**src/rtl/clkctl_boot_pkg.sv**
```systemverilog
package clkctl_boot_pkg;

   localparam int unsigned CK_BOOT_POS = 0;
   localparam int unsigned CK_EN_POS   = 8;
   localparam int unsigned CK_SEL_POS  = 9;

   typedef struct packed {
      logic sw_sel;
      logic sw_en;
      logic boot;
   } ck_fields_t;

   localparam ck_fields_t CK_COLD_FIELDS = '{sw_sel: 1'b0, sw_en: 1'b0, boot: 1'b1};

endpackage

```
**src/rtl/clkctl_bus_dec.sv**
```systemverilog
module clkctl_bus_dec
   import clkctl_boot_pkg::*;
#(
   parameter int unsigned ADDR_W     = 12,
   parameter int unsigned DATA_W     = 32,
   parameter int unsigned REG_OFFSET = 0,
   parameter int unsigned BOOT_POS   = CK_BOOT_POS,
   parameter int unsigned EN_POS     = CK_EN_POS,
   parameter int unsigned SEL_POS    = CK_SEL_POS
) (
   input  logic              clk,
   input  logic              cold_rst,
   input  logic              warm_rst,
   input  logic [ADDR_W-1:0] bus_addr,
   input  logic              bus_wr,
   input  logic              bus_rd,
   input  logic              bus_priv,
   input  ck_fields_t        fields,
   output logic              wr_ok,
   output logic [DATA_W-1:0] bus_rdata,
   output logic              bus_err
);

   localparam logic [ADDR_W-1:0] HIT_ADDR = ADDR_W'(REG_OFFSET);

   logic hit;
   logic in_rst;
   logic any_acc;
   logic [DATA_W-1:0] rd_word;

   assign hit     = (bus_addr == HIT_ADDR);
   assign in_rst  = cold_rst | warm_rst;
   assign any_acc = (bus_wr | bus_rd) & hit & ~in_rst;
   assign wr_ok   = bus_wr & hit & bus_priv & ~in_rst;

   always_comb begin
      rd_word           = '0;
      rd_word[BOOT_POS] = fields.boot;
      rd_word[EN_POS]   = fields.sw_en;
      rd_word[SEL_POS]  = fields.sw_sel;
   end

   always_ff @(posedge clk) begin
      if (in_rst) begin
         bus_rdata <= '0;
         bus_err   <= 1'b0;
      end else begin
         bus_err   <= any_acc & ~bus_priv;
         bus_rdata <= (bus_rd & hit & bus_priv) ? rd_word : '0;
      end
   end

   // a refused access never returns data
   a_r6_err_zero_data: assert property (@(posedge clk) disable iff (cold_rst)
      bus_err |-> (bus_rdata == '0));

   // a miss never raises an error
   a_r10_miss_no_err: assert property (@(posedge clk) disable iff (cold_rst)
      ((bus_wr | bus_rd) & ~hit) |=> !bus_err);

endmodule

```
**src/rtl/clkctl_ctl_fields.sv**
```systemverilog
module clkctl_ctl_fields
   import clkctl_boot_pkg::*;
#(
   parameter int unsigned DATA_W   = 32,
   parameter int unsigned BOOT_POS = CK_BOOT_POS,
   parameter int unsigned EN_POS   = CK_EN_POS,
   parameter int unsigned SEL_POS  = CK_SEL_POS
) (
   input  logic              clk,
   input  logic              cold_rst,
   input  logic              warm_rst,
   input  logic              warm_boot_policy,
   input  logic              wr_ok,
   input  logic [DATA_W-1:0] wr_word,
   output ck_fields_t        fields
);

   localparam logic [DATA_W-1:0] FIELD_MASK =
      (DATA_W'(1) << BOOT_POS) | (DATA_W'(1) << EN_POS) | (DATA_W'(1) << SEL_POS);

   logic [DATA_W-1:0] cur_word;

   always_comb begin
      cur_word           = '0;
      cur_word[BOOT_POS] = fields.boot;
      cur_word[EN_POS]   = fields.sw_en;
      cur_word[SEL_POS]  = fields.sw_sel;
   end

   always_ff @(posedge clk) begin
      if (cold_rst) begin
         fields <= CK_COLD_FIELDS;
      end else if (warm_rst) begin
         if (warm_boot_policy) fields.boot <= 1'b1;
      end else if (wr_ok) begin
         fields.boot   <= wr_word[BOOT_POS];
         fields.sw_en  <= wr_word[EN_POS];
         fields.sw_sel <= wr_word[SEL_POS];
      end
   end

   // fields hold their cold values right after a cold reset
   a_r2_cold_fields: assert property (@(posedge clk)
      (!cold_rst && $past(cold_rst)) |-> (fields == CK_COLD_FIELDS));

   // warm reset keeps the source-control fields
   a_r3_warm_keeps_src: assert property (@(posedge clk) disable iff (cold_rst)
      warm_rst |=> ($stable(fields.sw_en) && $stable(fields.sw_sel)));

   // warm reset with policy 0 keeps the boot flag
   a_r4_warm_policy_off: assert property (@(posedge clk) disable iff (cold_rst)
      (warm_rst && !warm_boot_policy) |=> $stable(fields.boot));

   // reserved bits of a write have no effect
   a_r1_rsv_ignored: assert property (@(posedge clk) disable iff (cold_rst || warm_rst)
      (wr_ok && ((wr_word & FIELD_MASK) == cur_word) && ((wr_word & ~FIELD_MASK) != '0))
      |=> $stable(fields));

endmodule

```
**src/rtl/clkctl_boot_out.sv**
```systemverilog
module clkctl_boot_out
   import clkctl_boot_pkg::*;
#(
   parameter bit OUT_REG = 1'b1
) (
   input  logic       clk,
   input  logic       cold_rst,
   input  ck_fields_t fields,
   input  logic       fuse_sel,
   output logic       boot_mode,
   output logic       boot_clk_sel
);

   logic sel_res;

   assign sel_res = fields.sw_en ? fields.sw_sel : fuse_sel;

   generate
      if (OUT_REG) begin : g_reg
         logic boot_q;
         logic sel_q;

         always_ff @(posedge clk) begin
            if (cold_rst) begin
               boot_q <= 1'b1;
               sel_q  <= 1'b0;
            end else begin
               boot_q <= fields.boot;
               sel_q  <= sel_res;
            end
         end

         assign boot_mode    = boot_q;
         assign boot_clk_sel = sel_q;

         // registered select follows the resolved source one cycle later
         a_r7_sel_resolve: assert property (@(posedge clk) disable iff (cold_rst)
            !$past(cold_rst) |->
               (boot_clk_sel == ($past(fields.sw_en) ? $past(fields.sw_sel) : $past(fuse_sel))));

         // boot_mode follows the flag one cycle later
         a_r8_boot_follow: assert property (@(posedge clk) disable iff (cold_rst)
            !$past(cold_rst) |-> (boot_mode == $past(fields.boot)));
      end else begin : g_comb
         assign boot_mode    = fields.boot;
         assign boot_clk_sel = sel_res;
         logic unused_ok;
         assign unused_ok = clk ^ cold_rst;
      end
   endgenerate

endmodule

```
**src/rtl/clkctl_boot_reg.sv**
```systemverilog
module clkctl_boot_reg
   import clkctl_boot_pkg::*;
#(
   parameter int unsigned ADDR_W     = 12,
   parameter int unsigned DATA_W     = 32,
   parameter int unsigned REG_OFFSET = 0,
   parameter int unsigned BOOT_POS   = CK_BOOT_POS,
   parameter int unsigned EN_POS     = CK_EN_POS,
   parameter int unsigned SEL_POS    = CK_SEL_POS,
   parameter bit          OUT_REG    = 1'b1
) (
   input  logic              clk,
   input  logic              cold_rst,
   input  logic              warm_rst,
   input  logic              warm_boot_policy,
   input  logic              fuse_sel,
   input  logic [ADDR_W-1:0] bus_addr,
   input  logic              bus_wr,
   input  logic              bus_rd,
   input  logic [DATA_W-1:0] bus_wdata,
   input  logic              bus_priv,
   output logic [DATA_W-1:0] bus_rdata,
   output logic              bus_err,
   output logic              boot_clk_sel,
   output logic              boot_mode
);

   generate
      if (BOOT_POS >= DATA_W || EN_POS >= DATA_W || SEL_POS >= DATA_W) begin : g_chk_pos
         $error("clkctl_boot_reg: field position outside the data word");
      end
      if (BOOT_POS == EN_POS || BOOT_POS == SEL_POS || EN_POS == SEL_POS) begin : g_chk_dup
         $error("clkctl_boot_reg: field positions overlap");
      end
      if (ADDR_W < 32 && REG_OFFSET >= (64'd1 << ADDR_W)) begin : g_chk_addr
         $error("clkctl_boot_reg: REG_OFFSET does not fit in ADDR_W");
      end
   endgenerate

   ck_fields_t fields;
   logic       wr_ok;

   clkctl_bus_dec #(
      .ADDR_W(ADDR_W), .DATA_W(DATA_W), .REG_OFFSET(REG_OFFSET),
      .BOOT_POS(BOOT_POS), .EN_POS(EN_POS), .SEL_POS(SEL_POS)
   ) u_dec (
      .clk(clk), .cold_rst(cold_rst), .warm_rst(warm_rst),
      .bus_addr(bus_addr), .bus_wr(bus_wr), .bus_rd(bus_rd), .bus_priv(bus_priv),
      .fields(fields), .wr_ok(wr_ok), .bus_rdata(bus_rdata), .bus_err(bus_err)
   );

   clkctl_ctl_fields #(
      .DATA_W(DATA_W), .BOOT_POS(BOOT_POS), .EN_POS(EN_POS), .SEL_POS(SEL_POS)
   ) u_fields (
      .clk(clk), .cold_rst(cold_rst), .warm_rst(warm_rst),
      .warm_boot_policy(warm_boot_policy), .wr_ok(wr_ok), .wr_word(bus_wdata),
      .fields(fields)
   );

   clkctl_boot_out #(.OUT_REG(OUT_REG)) u_out (
      .clk(clk), .cold_rst(cold_rst), .fields(fields), .fuse_sel(fuse_sel),
      .boot_mode(boot_mode), .boot_clk_sel(boot_clk_sel)
   );

   // a refused write leaves the fields alone
   a_r6_nonpriv_no_change: assert property (@(posedge clk) disable iff (cold_rst || warm_rst)
      (bus_wr && !bus_priv) |=> $stable(fields));

   // cold reset wins over a simultaneous warm reset
   a_r5_cold_wins: assert property (@(posedge clk)
      (cold_rst && warm_rst && !warm_boot_policy) |=> (fields.boot && !fields.sw_en));

endmodule

```
**config.mk**
```make
export PLATFORM = sky130hd
export DESIGN_NAME = clkctl_boot_reg
export DESIGN_NICKNAME = d
export VERILOG_FILES = /design/src/rtl/clkctl_boot_pkg.sv /design/src/rtl/clkctl_bus_dec.sv /design/src/rtl/clkctl_ctl_fields.sv /design/src/rtl/clkctl_boot_out.sv /design/src/rtl/clkctl_boot_reg.sv
export SDC_FILE = /design/constraint.sdc
export NUM_CORES = 1
export LEC_CHECK = 0
export BUFFER_PORTS_ARGS = -buffer_cell sky130_fd_sc_hd__clkbuf_2
export CAP_MARGIN = 20
export CELL_PAD_IN_SITES_DETAIL_PLACEMENT = 0
export CELL_PAD_IN_SITES_GLOBAL_PLACEMENT = 1
export CORE_MARGIN = 2
export CORE_UTILIZATION = 18
export CTS_BUF_LIST = sky130_fd_sc_hd__clkbuf_8
export DETAILED_ROUTE_END_ITERATION = 8
export PLACE_DENSITY_LB_ADDON = 0.1
export SLEW_MARGIN = 20
export SYNTH_ARGS = -nofsm -noshare
export SYNTH_HDL_FRONTEND = slang
export SYNTH_HIERARCHICAL = 1
export SYNTH_SLANG_ARGS = --single-unit
```
**constraint.sdc**
```tcl
create_clock -name clk -period 2.05 [get_ports clk]
set_clock_uncertainty 0.2 [all_clocks]
set_input_delay 0.41 -clock clk [delete_from_list [all_inputs] [get_ports clk]]
set_output_delay 0.41 -clock clk [all_outputs]
set_load 0.01 [all_outputs]
```
---- Word-level counts from Yosys, hierarchy flattened ----
Index checks and enable logic that the tools add are counted.
storage, ports and cells
  bits of input ports ..................... 52
  flip-flop bits (word level) ............. 38
  latch bits .............................. 0
  word-level logic and storage cells ...... 32
  memories kept ........................... 0
  output and inout bits ................... 35
  RAM bits ................................ 0
  ROM bits ................................ 0
cells by class
  multiply operators ...................... 0
  shift-type cells ........................ 0
  mux-type cells .......................... 4
  divide/modulo/power cells ............... 0
  reduce and logical (&&, ||, !) cells .... 5
  add/subtract/negate cells ............... 0
  equality and inequality tests ........... 1
  $lt $le $gt $ge ......................... 0
  bitwise logic cells ..................... 14
operators by type and width
  cell                                                   count
  logical NOT 12 bit                                     1
  bitwise AND 1 bit                                      8
  two-way mux 1 bit                                      4
  NOT 1 bit                                              4
  AND reduction 2 bit                                    2
  inequality test 2 x 1 -> 1 bit, second input constant  1
  bitwise OR 1 bit                                       2
  nonzero test 2 bit                                     1
  OR reduction 2 bit                                     1

---- Depth between registers and ports, before layout ----
Gate-level depths: netlist of run 1.
  word-level depth ........................ 6
  mapped depth ............................ 6
  mapped depth without buffers ............ 6

---- Modules after synthesis ----
Netlist of run 1, hierarchy kept.
modules (own cells, without submodules)
  module             instances  seq. area each (um^2)  cells an instance  area each (um^2)
  clkctl_bus_dec     1          80.1                   51                 411.6
  clkctl_ctl_fields  1          60.1                   11                 120.1
  clkctl_boot_out    1          40.0                   5                  60.1

---- Worst setup path before layout of run 1 ----
OpenSTA, ideal clock, no wires.
  path kind ............................... input to register
  start ................................... in bus_addr[1]
  end ..................................... reg, netlist name u_fields/fields[1]
  setup slack ............................. 0.367 ns
  data required time ...................... 1.736 ns
  arrival time ............................ 1.369 ns
  setup time .............................. 0.114 ns
  stages .................................. 6
  path buffers ............................ 0
  cell sequence ........................... nor4_2 nand4_1 nor2_1 nor2b_4 mux2i_1 nor2_1
between the ends
  cells in the longest elaborated chain, start to end .. 5
RTL lines
  item                                  line                   text
  start, declared                       clkctl_boot_reg.sv:17  input logic [ADDR_W-1:0] bus_addr,
  logical NOT 12 bit                    clkctl_bus_dec.sv:31   assign hit = (bus_addr == HIT_ADDR);
  bitwise AND 1 bit (3 in series)       clkctl_bus_dec.sv:34   assign wr_ok = bus_wr & hit & bus_priv & ~in_rst;
  named net wr_ok                       clkctl_boot_reg.sv:41  logic wr_ok;
  AND reduction 2 bit (no source line)  n/a
The timed path passes the listed nets, and every way through them passes these cells.
A chain may end at the register's enable or synchronous reset.

---- Worst setup path in the final report of run 1 ----
  start ................................... in bus_addr[5]
  end ..................................... reg, netlist name u_fields/fields[2]
between the ends
  cells in the longest elaborated chain, start to end .. 5
RTL lines
  item                                  line
  logical NOT 12 bit                    clkctl_bus_dec.sv:31
  bitwise AND 1 bit (3 in series)       clkctl_bus_dec.sv:34
  named net wr_ok                       clkctl_boot_reg.sv:41
  AND reduction 2 bit (no source line)  n/a
The timed path passes the listed nets, and every way through them passes these cells.

==> results.md, run 1 <==
- Row Count: 20
- Hold buffer count at CTS: 0
- Finished Layout Cells: 144
- Most frequent cells in the layout: conb_1 (29), clkbuf_2 (28), nor2_1 (10)
- Mapped Avg Cell Area: 8.83 µm²
- Final instance area: 734 µm²
- PwrDens: 591 nW/µm²
- Status: finished clean
- Die ar.: 3760 µm²
- Final Max Tran Viols: 0
- Largest net degree at the start of global routing: 7
- Flop pwr share: 40.8%
- Crit path capture type: flop
- Wirelength per Cell: 7.60 µm
- Initial antenna violation count: 0
- Worst-case clock buffer depth: 2
- Setup TNS: 0 ns
- Distinct cell type count after synthesis: 15
- Via-to-Cell Ratio: 3.08
- Antenna viol nets, final: 0
- Worst vdd ir: 187 µV
- CP max stage cell: nor4_2
- Die height: 61.3 µm
- Layout Nets: 153
- Share of the synthesized area in the top cell type: 36.8%
- CTS tree: done
- FF/Latch Area: 180 µm²
- Placed Cells: 140
- Critical path's largest stage delay: 0.33 ns
- Crit path required time: 1.97 ns
- Setup repair bufs after CTS: 0
- TritonCTS Buffers: 3
- Combinational Power Share: 14.3%
- Diodes inserted: 0
- Buffers on Ports: 28
- First-pass GRT wire length: 1630 µm
- Seq/Total Area, Yosys: 30.4%
- Worst-skew pair later-pin latency: 0.23 ns
- Synth top area cells: buf_4 (37%), dfxtp_1 (30%), nor2_1 (6.3%)
- Total power draw: 0.434 mW
- Post-CTS sizing: 0
- Mapped Area: 592 µm²
- GRT Overall Usage: 6.33%
- CP Cell Sequence: clkbuf_2, nor4_2, nand4_1, nor2_1, nor2b_4, mux2i_1, nor2_1
- Die Width: 61.3 µm
- Clock sinks: 9
- I/O pin total: 87
- CP startpoint kind: primary input
- Net switching power: 0.105 mW
- Fin Hold WS: 0.181 ns
- Critical path buffer and inverter count: 1
- Internal power: 0.328 mW
- Vias in the first global route: 363
- Max Fanout on Critical Path: 4
- Leak: 0.367 nW
- Layout fillers: 370
- Most used cell, CP: nor2_1
- Maximum clock rate: 596 MHz
- WP data arrival: 1.60 ns
- Family with the most delay on the worst path: simple AND/OR/NAND/NOR gates
- Core ar.: 3100 µm²
- Syn Inst Count: 67
- CTS clk-pin slew, worst paths: 0.04 ns
- Root Driver: clkbuf_8
- DRC viols: 0
- Final period utilization: 81.9%
- GP Congestion: 0.611
- Number of max-cap violations: 0
- Commonest non-fill, non-tap cell in the layout: conb_1
- R2r setup slk: 1.08 ns
- WL final: 1100 µm
- Tmin final: 1.68 ns
- Initial Utilization: 19.1%
- DP Area: 689 µm²
- Yosys reg bits: 9
- Max H-tree Level: 1
- Total number of vias: 443
- Area leader, netlist: buf_4
- Final HPWL DP: 973 µm
- Setup-failing EPs final: 0
- 1st-iter DRT viols: 15
- RSZ-0062 raised after global routing: no
- Area of the multi-input gates: 288 µm²
- Share of layout cells above drive strength 1: 39.0%
- Layout area overhead: 24.1%
- Critical path type: in2reg
- DRT Pass-1 Iters: 4
- Sw Share: 24.3%
- Min-Delay Path Class: in2reg
- Gr ovfl total: 0
- Final Hold Fails: 0
- Ys Warns: 6
- Clock power frac: 44.9%
==> state kept, by name (all words and copies together), names as in the netlist <==
name,count
u_out/boot_clk_sel,1
u_fields/fields,3
u_dec/bus_err,1
u_dec/bus_rdata,3
u_out/boot_mode,1
==> logic make-up (layout without fill, tap and decap cells) <==
logic type	count (synthesis)	count (layout)	synth area share, %
compound gates	2	2	2.54
buf+inv	32	37	38.7
flops	9	9	30.4
mux	3	3	5.07
other cells	1	29	0.634
simple gates	20	20	22.6
==> stage by stage <==
stage	util (%)	setup slack, ns
CTS	23.7	0.329
floorplan	-	0.367
global placement	22.2	0.116
global route	23.7	0.201
detailed placement	22.2	0.0851
finish	23.7	0.371
==> cells in the mapped netlist <==
cell type and instances:
or2_1 1, nand2_1 1, nor3_2 1, dfxtp_1 9
nor2_1 10, mux2i_1 3, nand4_1 2, buf_4 29
nor4_2 3, a21oi_1 1, inv_1 3, and4bb_2 1
a2111oi_1 1, conb_1 1, nor2b_4 1
==> worst reg2reg max path, cell delays in order, from the launching register on <==
cell       delay (ns)
dfxtp_1          0.31
a2111oi_1        0.27
a21oi_1          0.06
==> final timing paths <==
path,from,end,depth (start not counted)
worst max-delay path,bus_addr[5],u_fields/fields[2]$_SDFFE_PP0P_,7
worst min-delay path,bus_priv,u_dec/bus_err$_SDFF_PP0_,2
worst max register to register,u_fields/fields[0]$_SDFFE_PP1P_,u_fields/fields[0]$_SDFFE_PP1P_,2
worst min register to register,u_fields/fields[0]$_SDFFE_PP1P_,u_dec/bus_rdata[0]$_SDFF_PP0_,2
==> per-layer routing <==
metal  global-route usage [%]  vias to the layer above  share of wire, %
met5                        0                        -                 0
met4                     2.74                        0               1.3
met3                     3.99                        2                15
met2                     10.5                       31                50
met1                     6.34                      186                34
li1                         -                      224                 -
==> final cells by class <==
class	count	share of cell area [%]
Timing Repair Buffer	30	21.1
Clock inverter	1	0.511
Multi-Input combinational cell	54	39.2
Clock buffer	3	5.62
Inverter	3	1.53
Tap cell	44	7.50
Sequential cell	9	24.5
==> power groups by stage <==
stage / Clock (mW) / Combinational (mW) / Sequential, mW
floorplan: 0 / 0.0702 / 0.181
global placement: 0 / 0.0614 / 0.180
detailed placement: 0 / 0.0613 / 0.180
CTS: 0.202 / 0.0615 / 0.177
global route: 0.213 / 0.0698 / 0.177
finish: 0.195 / 0.0620 / 0.177
Note: power is estimated with default switching activity, not from simulation.
==> run 2: changes to the inputs <==
Clock period 2.05 ns to 1.7 ns, I/O delays scaled along.
==> results.md, run 2 (same netlist as run 1, synthesis figures left out) <==
- 1st-iter DRT viols: 6 (-9)
- Leak: 0.387 nW (+5.3%)
- Die Width: 61.3 µm (unchanged)
- Worst-skew pair later-pin latency: 0.23 ns (about the same)
- Min-Delay Path Class: in2reg
- First-pass GRT wire length: 1550 µm (-4.7%)
- Share of layout cells above drive strength 1: 40.8% (+1.8 points)
- Crit path required time: 1.62 ns (-0.35 ns)
- Largest net degree at the start of global routing: 7 (unchanged)
- CTS clk-pin slew, worst paths: 0.04 ns (about the same)
- Worst vdd ir: 213 µV (+14%)
- Initial Utilization: 19.1% (unchanged)
- Wirelength per Cell: 7.43 µm (-2.3%)
- Max H-tree Level: 1 (unchanged)
- GRT Overall Usage: 6.07% (-0.26 points)
- Setup-failing EPs final: 0 (unchanged)
- FF/Latch Area: 180 µm² (unchanged)
- Layout Nets: 156 (+2.0%)
- WP data arrival: 1.49 ns (-0.11 ns)
- Total power draw: 0.532 mW (+23%)
- Fin Hold WS: 0.112 ns (-0.0693 ns)
- Top Registers: u_dec/bus_rdata x3, u_fields/fields x3
- RSZ-0062 raised after global routing: no
- CP startpoint kind: primary input
- Initial antenna violation count: 0 (unchanged)
- Area of the multi-input gates: 314 µm² (+9.1%)
- Die height: 61.3 µm (unchanged)
- Status: finished clean
- Layout area overhead: 32.3%
- Max Fanout on Critical Path: 4 (unchanged)
- Maximum clock rate: 639 MHz
- WL final: 1090 µm (-0.27%)
- DRC viols: 0 (unchanged)
- Worst-case clock buffer depth: 2 (unchanged)
- Row Count: 20 (unchanged)
- Via-to-Cell Ratio: 3.05 (-0.94%)
- TritonCTS Buffers: 3 (unchanged)
- Final Max Tran Viols: 0 (unchanged)
- Tmin final: 1.57 ns
- Vias in the first global route: 388 (+6.9%)
- Final period utilization: 92.1%
- GP Congestion: 0.599 (-1.8%)
- Final Hold Fails: 0 (unchanged)
- Buffers on Ports: 28 (unchanged)
- CTS tree: done
- Gr ovfl total: 0 (unchanged)
- Number of max-cap violations: 0 (unchanged)
- Total number of vias: 448 (+1.1%)
- I/O pin total: 87 (unchanged)
- Clock sinks: 9 (unchanged)
- Die ar.: 3760 µm² (unchanged)
- Final HPWL DP: 977 µm (+0.39%)
- Layout fillers: 361 (-2.4%)
- Root Driver: clkbuf_8
- Critical path type: in2reg
- Setup repair bufs after CTS: 0 (unchanged)
- PwrDens: 679 nW/µm² (+15%)
- Commonest non-fill, non-tap cell in the layout: conb_1
- Crit path capture type: flop
- Diodes inserted: 0 (unchanged)
- Most frequent cells in the layout: conb_1 (29), clkbuf_2 (28), nor2_1 (10)
- Antenna viol nets, final: 0 (unchanged)
- Core ar.: 3100 µm² (unchanged)
- DRT Pass-1 Iters: 3 (-1)
## run 2: changes by cell type in the layout (fill, tap and decap cells not counted), sizes merged
cell  before  now
buf        2    5
## run 2: worst max-delay path: stages
cell	delay (ns)
clkbuf_2	0.10
nor4_4	0.29
nand4_1	0.15
nor2_1	0.13
nor2b_4	0.20
mux2i_1	0.22
nor2_1	0.05
## run 2: what timing repair did
item                                    4_1_cts  5_1_grt
gates resized for setup                       0        3
endpoints found under the setup margin        0        1
hold buffers                                  0        0
## run 2: path summary, 6_finish.rpt
check                                   from                               to  depth (start not counted)  slack [ns]
max                              bus_addr[1]  u_fields/fields[1]$_SDFFE_PP0P_                          7        0.13
min                                 bus_priv         u_dec/bus_err$_SDFF_PP0_                          2        0.11
max reg2reg  u_fields/fields[0]$_SDFFE_PP1P_  u_fields/fields[0]$_SDFFE_PP1P_                          2        0.72
min reg2reg  u_fields/fields[2]$_SDFFE_PP0P_    u_dec/bus_rdata[9]$_SDFF_PP0_                          2        0.25
## run 2: final cells by class
| type | instances | area share, % |
|---|---|---|
| multi-input combinational | 54 | 40.1 |
| clock buffer | 3 | 5.27 |
| inverter | 3 | 1.44 |
| sequential | 9 | 23.0 |
| tap | 44 | 7.03 |
| timing repair buffer | 33 | 22.7 |
| clock inverter | 1 | 0.479 |
## run 2: power by group
group	internal, mW	total, mW	switching, mW	leakage [nW]
combinational	0.0294	0.0831	0.0537	0.287
clock	0.157	0.236	0.0790	0.0269
sequential	0.213	0.213	0.000234	0.0728
## run 2: through the flow
step	setup TNS, ns	util, %	worst slack [ns]	std cells	instance area (µm²)
2_1_floorplan	0	-	0.0870	95	697
3_3_place_gp	-0.282	22.9	-0.130	143	712
3_5_place_dp	-0.329	22.9	-0.157	143	712
4_1_cts	0	24.4	0.0950	147	757
5_1_grt	0	25.2	0.00865	147	783
6_report	0	25.2	0.135	147	783
## run 2: metal layers
| layer | wire length, µm | global-route usage (%) | vias up |
|---|---|---|---|
| met5 | 0 | 0 | - |
| met4 | 14 | 2.74 | 0 |
| met3 | 131 | 3.78 | 2 |
| met2 | 570 | 10.3 | 26 |
| met1 | 376 | 5.82 | 189 |
| li1 | - | - | 231 |
